`src/rtl/mpwr_pkg.sv`:
```
package mpwr_pkg;

  localparam int ISO_BIT = 15;

  typedef enum logic [1:0] {
    ST_IDLE  = 2'd0,
    ST_STEP  = 2'd1,
    ST_CHECK = 2'd2,
    ST_WAIT  = 2'd3
  } seq_state_t;

  // control word position of the request raised at a given step
  function automatic int req_pos(input int step);
    case (step)
      0:       return 13;
      1:       return 14;
      2:       return 11;
      default: return 12;
    endcase
  endfunction

  // status word position acknowledging a given step
  function automatic int ack_pos(input int step);
    case (step)
      0:       return 2;
      1:       return 3;
      2:       return 0;
      default: return 1;
    endcase
  endfunction

endpackage

```
`src/rtl/mpwr_prescaler.sv`:
```
module mpwr_prescaler #(
  parameter int WAIT_CYCLES = 250000
) (
  input  logic clk,
  input  logic rst,
  input  logic en_i,
  output logic tick_o
);
  localparam int CW = $clog2(WAIT_CYCLES + 1);
  localparam logic [CW-1:0] LAST = CW'(WAIT_CYCLES - 1);

  logic [CW-1:0] cnt_q;

  always_ff @(posedge clk) begin
    if (rst || !en_i || tick_o) cnt_q <= '0;
    else                        cnt_q <= cnt_q + 1'b1;
  end

  assign tick_o = en_i && (cnt_q == LAST);
endmodule

```
`src/rtl/mpwr_ack_watchdog.sv`:
```
module mpwr_ack_watchdog #(
  parameter int ACK_TIMEOUT = 0
) (
  input  logic clk,
  input  logic rst,
  input  logic en_i,
  input  logic clr_i,
  output logic expire_o
);
  generate
    if (ACK_TIMEOUT == 0) begin : g_off
      logic unused_wd;
      assign unused_wd = ^{clk, rst, en_i, clr_i};
      assign expire_o = 1'b0;
    end else begin : g_on
      localparam int TW = $clog2(ACK_TIMEOUT + 1);
      localparam logic [TW-1:0] LIMIT = TW'(ACK_TIMEOUT - 1);
      logic [TW-1:0] cnt_q;
      always_ff @(posedge clk) begin
        if (rst || !en_i || clr_i) cnt_q <= '0;
        else if (cnt_q != LIMIT)   cnt_q <= cnt_q + 1'b1;
      end
      assign expire_o = en_i && !clr_i && (cnt_q == LIMIT);
    end
  endgenerate
endmodule

```
`src/rtl/mpwr_ctrl_pack.sv`:
```
module mpwr_ctrl_pack #(
  parameter int CTRL_W = 32
) (
  input  logic [3:0]        req_i,
  input  logic              iso_i,
  output logic [CTRL_W-1:0] word_o
);
  import mpwr_pkg::*;

  always_comb begin
    word_o = '0;
    word_o[ISO_BIT] = iso_i;
    for (int k = 0; k < 4; k++) word_o[req_pos(k)] = req_i[k];
  end
endmodule

```
`src/rtl/mem_pwrup_seq.sv`:
```
module mem_pwrup_seq #(
  parameter int CTRL_W      = 32,
  parameter int STAT_W      = 8,
  parameter int WAIT_CYCLES = 250000,
  parameter int RETRIES     = 10,
  parameter int ACK_TIMEOUT = 0
) (
  input  logic              clk,
  input  logic              rst,
  input  logic              start_i,
  input  logic [STAT_W-1:0] status_i,
  output logic [CTRL_W-1:0] ctrl_o,
  output logic              done_o,
  output logic              fail_o,
  output logic              busy_o
);
  import mpwr_pkg::*;

  localparam int RW = $clog2(RETRIES + 1);
  localparam logic [RW-1:0] LAST_TRY = RW'(RETRIES - 1);
  localparam logic [STAT_W-1:0] ALL_GOOD = STAT_W'(15);

  seq_state_t state_q;
  logic [1:0]    step_q;
  logic [3:0]    req_q;
  logic          iso_q;
  logic [RW-1:0] tries_q;
  logic          tick, expire, ack_hit, advance;

  always_comb begin
    ack_hit = 1'b0;
    for (int k = 0; k < 4; k++)
      if (step_q == 2'(k)) ack_hit = status_i[ack_pos(k)];
  end

  assign advance = (state_q == ST_STEP) && ack_hit;

  mpwr_prescaler #(.WAIT_CYCLES(WAIT_CYCLES)) u_presc (
    .clk(clk), .rst(rst), .en_i(state_q == ST_WAIT), .tick_o(tick)
  );

  mpwr_ack_watchdog #(.ACK_TIMEOUT(ACK_TIMEOUT)) u_wdog (
    .clk(clk), .rst(rst), .en_i(state_q == ST_STEP), .clr_i(advance),
    .expire_o(expire)
  );

  mpwr_ctrl_pack #(.CTRL_W(CTRL_W)) u_pack (
    .req_i(req_q), .iso_i(iso_q), .word_o(ctrl_o)
  );

  always_ff @(posedge clk) begin
    if (rst) begin
      state_q <= ST_IDLE;
      step_q  <= '0;
      req_q   <= '0;
      iso_q   <= 1'b1;
      tries_q <= '0;
      done_o  <= 1'b0;
      fail_o  <= 1'b0;
    end else begin
      done_o <= 1'b0;
      case (state_q)
        ST_IDLE: begin
          if (start_i) begin
            req_q   <= 4'b0001;
            step_q  <= '0;
            iso_q   <= 1'b1;
            fail_o  <= 1'b0;
            state_q <= ST_STEP;
          end
        end
        ST_STEP: begin
          if (advance) begin
            if (step_q == 2'd3) begin
              tries_q <= '0;
              state_q <= ST_CHECK;
            end else begin
              step_q <= step_q + 2'd1;
              req_q[step_q + 2'd1] <= 1'b1;
            end
          end else if (expire) begin
            fail_o  <= 1'b1;
            done_o  <= 1'b1;
            state_q <= ST_IDLE;
          end
        end
        ST_CHECK: begin
          if (status_i == ALL_GOOD) begin
            iso_q   <= 1'b0;
            done_o  <= 1'b1;
            state_q <= ST_IDLE;
          end else if (tries_q == LAST_TRY) begin
            fail_o  <= 1'b1;
            done_o  <= 1'b1;
            state_q <= ST_IDLE;
          end else begin
            tries_q <= tries_q + 1'b1;
            state_q <= ST_WAIT;
          end
        end
        default: begin
          if (tick) state_q <= ST_CHECK;
        end
      endcase
    end
  end

  assign busy_o = (state_q != ST_IDLE);
endmodule

```
`config.mk`:
```
export PLATFORM = sky130hd
export DESIGN_NAME = mem_pwrup_seq
export DESIGN_NICKNAME = d
export VERILOG_FILES = /design/src/rtl/mpwr_pkg.sv /design/src/rtl/mpwr_prescaler.sv /design/src/rtl/mpwr_ack_watchdog.sv /design/src/rtl/mpwr_ctrl_pack.sv /design/src/rtl/mem_pwrup_seq.sv
export SDC_FILE = /design/constraint.sdc
export NUM_CORES = 1
export LEC_CHECK = 0
export BUFFER_PORTS_ARGS = -buffer_cell sky130_fd_sc_hd__buf_2
export CAP_MARGIN = 15
export CORE_MARGIN = 3
export CORE_UTILIZATION = 38
export DETAILED_ROUTE_END_ITERATION = 8
export HOLD_SLACK_MARGIN = 0.1
export SLEW_MARGIN = 0
export SYNTH_ARGS = -nofsm -noshare
export SYNTH_HDL_FRONTEND = slang
export SYNTH_HIERARCHICAL = 1
export SYNTH_SLANG_ARGS = --single-unit
```
`constraint.sdc`:
```
create_clock -name clk -period 2.3 [get_ports clk]
set_input_delay 0.46 -clock clk [delete_from_list [all_inputs] [get_ports clk]]
set_output_delay 0.46 -clock clk [all_outputs]
set_load 0.005 [all_outputs]
```
==> results.sh <==
export IMPL_rsz0062_at_grt="no"
export IMPL_hold_violations=0
export IMPL_grt_max_degree=14
export IMPL_cp_startpoint="state_q[0]"
export IMPL_min_delay_start="req_q[0]"
export IMPL_grt_pass1_wl_um=6380
export IMPL_finalCriticalPeriod_ns=2.11
export IMPL_vias=1588
export IMPL_antenna_found_initial=0
export IMPL_max_cap_violations=0
export IMPL_worstSetupPathType="flop to flop"
export IMPL_avgRoutedWirePerCell_um=11.4
export IMPL_synth_compound_area_share_pct=13.9
export IMPL_row_count=26
export IMPL_first_global_vias=1422
export IMPL_yosysSeqAreaShare_pct=31.0
export IMPL_fin_ws_ns=0.194
export IMPL_reg2reg_from="state_q[0]"
export IMPL_cts_path_max_buffers=2
export IMPL_h_tree_depth=2
export IMPL_synth_edf_count=0
export IMPL_fin_crit_sh_pct=91.6
export IMPL_setup_violations_final=0
export IMPL_dr_pass1_iters=4
export IMPL_via_per_inst=4.77
export IMPL_synthXorXnorAreaFrac_pct=5.75
export IMPL_synth_area_leaders="dfxtp_1, buf_4, ha_1, nor2_1, a21oi_1"
export IMPL_hp_class="flop to flop"
export IMPL_cts_tree="built"
export IMPL_slew_viol_final=0
export IMPL_finalWirelength_um=3810
export IMPL_drt_antenna_violating_nets=0
export IMPL_skew_ns=0.00764
export IMPL_synth_mux_area_share_pct=1.88
export IMPL_yosysUniqueCellTypes=49
export IMPL_yosys_area_top_type="dfxtp_1"
export IMPL_synth_cells=243
export IMPL_async_reset_ff_share_pct=0
export IMPL_ys_seq_elements=33
export IMPL_portBuffers=18
export IMPL_status="complete, no violations"
export IMPL_powerDensity_mw_per_mm2=880
export IMPL_fillerInstances=552
export IMPL_io_pins=46
export IMPL_nets=287
export IMPL_syn_area_per_cell_um2=8.78
export IMPL_synthAdderAreaFrac_pct=8.21
export IMPL_ys_warn_count=6
export IMPL_drcViolationCount=0
export IMPL_dpl_worst_slack_ns=0.162
export IMPL_cts_buffers_inserted=5
export IMPL_syn_to_final_growth_pct=6.69
export IMPL_synthesis_area_mm2=0.00213
export IMPL_p_leak_uw=0.000885
export IMPL_clock_sinks=33
export IMPL_critical_path_max_fanout=4
export IMPL_die_area_mm2=0.00655
export IMPL_globalplace_congestion=0.767
export IMPL_overflow=0
export IMPL_core_mm2=0.00527
export IMPL_drive_gt1_share_pct=18.6
export IMPL_start_util_pct=40.5
export IMPL_diodes=0
export IMPL_clkLatencyLatePin_ns=0.29
export IMPL_tns_ns=0
export IMPL_ir_drop_uv=345
export IMPL_worstPathRequired_ns=2.47
export IMPL_ys_flop_type="dfxtp_1"
export IMPL_yosysTopAreaCellShare_pct=31.0
export IMPL_drt_iter0_markers=71
export IMPL_dp_hpwl_um=2850
export IMPL_synth_top_family_by_area="simple AND/OR/NAND/NOR gates"
export IMPL_die_h_um=80.9
export IMPL_critPathCaptureType="flop"
export IMPL_arrival_ns=2.28
export IMPL_die_width_um=80.9
export IMPL_grtUsageTotal_pct=12.4
export IMPL_cts_clk_slew_worst_paths_ns=0.07
export IMPL_cts_hold_buf=0
export IMPL_maxClockFrequency_mhz=475
export IMPL_synthSimpleGateAreaFrac_pct=23.7
export IMPL_root_buffer="clkbuf_8"
export IMPL_setup_worst_path_start_class="flop"
[path summary, 6_finish.rpt]
| kind | endpoint | slack, ns | depth (start not counted) |
|---|---|---|---|
| setup / recovery | state_q[1] | 0.19 | 9 |
| hold / removal | req_q[0] | 0.47 | 2 |
| setup reg to reg | state_q[1] | 0.19 | 9 |
| hold reg to reg | req_q[0] | 0.47 | 2 |
[placed cells by master (no fill, tap or decap), drive strengths merged, types with 3 or more instances in the layout]
cell type,n
nor4,3
a311oi,3
and4,3
xnor2,8
mux2i,4
conb,28
clkbuf,7
or3,3
o21ai,5
nand2,10
inv,11
xor2,6
ha,14
nor2,31
nand3,10
nand2b,7
a21oi,16
nand4,7
dfxtp,33
nor3,3
buf,24
[worst max-delay path: stages (launching register included)]
cell and delay (ns):
dfxtp_1 0.38, ha_1 0.19, nor4b_1 0.22, nand3b_1 0.16
nor3_2 0.28, nor2_1 0.07, a221oi_1 0.31, nand2_1 0.14
nor3_1 0.15, a211oi_1 0.09
[metrics by stage]
stage | cell area [um^2] | hold slack (ns) | total power (uW) | std cells | util [%]
2_1_floorplan | 2230 | 0.438 | 1400 | 269 | -
3_3_place_gp | 2160 | 0.443 | 1530 | 324 | 41.0
3_5_place_dp | 2160 | 0.458 | 1530 | 324 | 41.0
4_1_cts | 2260 | 0.477 | 2020 | 332 | 42.9
5_1_grt | 2280 | 0.501 | 2160 | 333 | 43.2
6_report | 2280 | 0.469 | 2000 | 333 | 43.2
[state kept, by name, summed over array words and instances (netlist names)]
signal	cells
iso_q	1
u_presc/cnt_q	18
step_q	2
req_q	4
fail_o	1
state_q	2
tries_q	4
done_o	1
[timing repair]
action,CTS,global route
setup endpoints to repair,0,2
setup buffers,0,1
resized for setup,0,1
[logic make-up (layout without fill, tap and decap cells)]
kind of cell,count (synthesis),in the layout
muxes,4,4
AOI/OAI and AO/OA,37,37
DFF,33,33
adders and majority gates,14,14
other,2,28
and+or+nand+nor,90,90
buffers and inverters,49,43
xor gates and xnor gates,14,14
[final cells by class]
| cell class | count | area, um^2 | share of cell area (%) |
|---|---|---|---|
| repair buffers | 24 | 135 | 5.94 |
| flip-flops and latches | 33 | 661 | 29.0 |
| clock buffers | 7 | 96.3 | 4.23 |
| well taps | 70 | 87.6 | 3.85 |
| multi-input cells | 187 | 1250 | 54.9 |
| clock inverters | 1 | 5.00 | 0.220 |
| inverters | 11 | 41.3 | 1.81 |
[layer usage]
layer / vias up / GRT usage [%] / share of wire (%)
li1: 823 / - / -
met1: 723 / 16.2 / 48
met2: 35 / 19.5 / 47
met3: 7 / 3.33 / 4.5
met4: 0 / 4.56 / 1.3
met5: - / 0 / 0
[Yosys cell counts (2+ instances only)]
master / count
dfxtp_1: 33
nor3_1: 3
nand3_1: 9
buf_2: 2
or3_1: 2
nand2_1: 10
a211oi_1: 2
nor4_1: 3
nand2b_1: 7
a21oi_2: 2
inv_1: 11
xor2_1: 6
nor2b_1: 2
ha_1: 14
nand4_1: 6
xnor2_1: 8
and4_1: 3
buf_6: 2
a311oi_1: 2
conb_1: 2
nor2_1: 31
nand3b_1: 2
or4_4: 2
buf_4: 33
o21ai_0: 4
o31ai_1: 2
a21oi_1: 14
mux2i_1: 4
and3_1: 2
[report_power, final]
part	internal (uW)	total, uW	switching (uW)
sequential	630	681	50.2
combinational	367	838	471
clock	270	483	213
No activity file was read; power rests on OpenSTA's default activity.
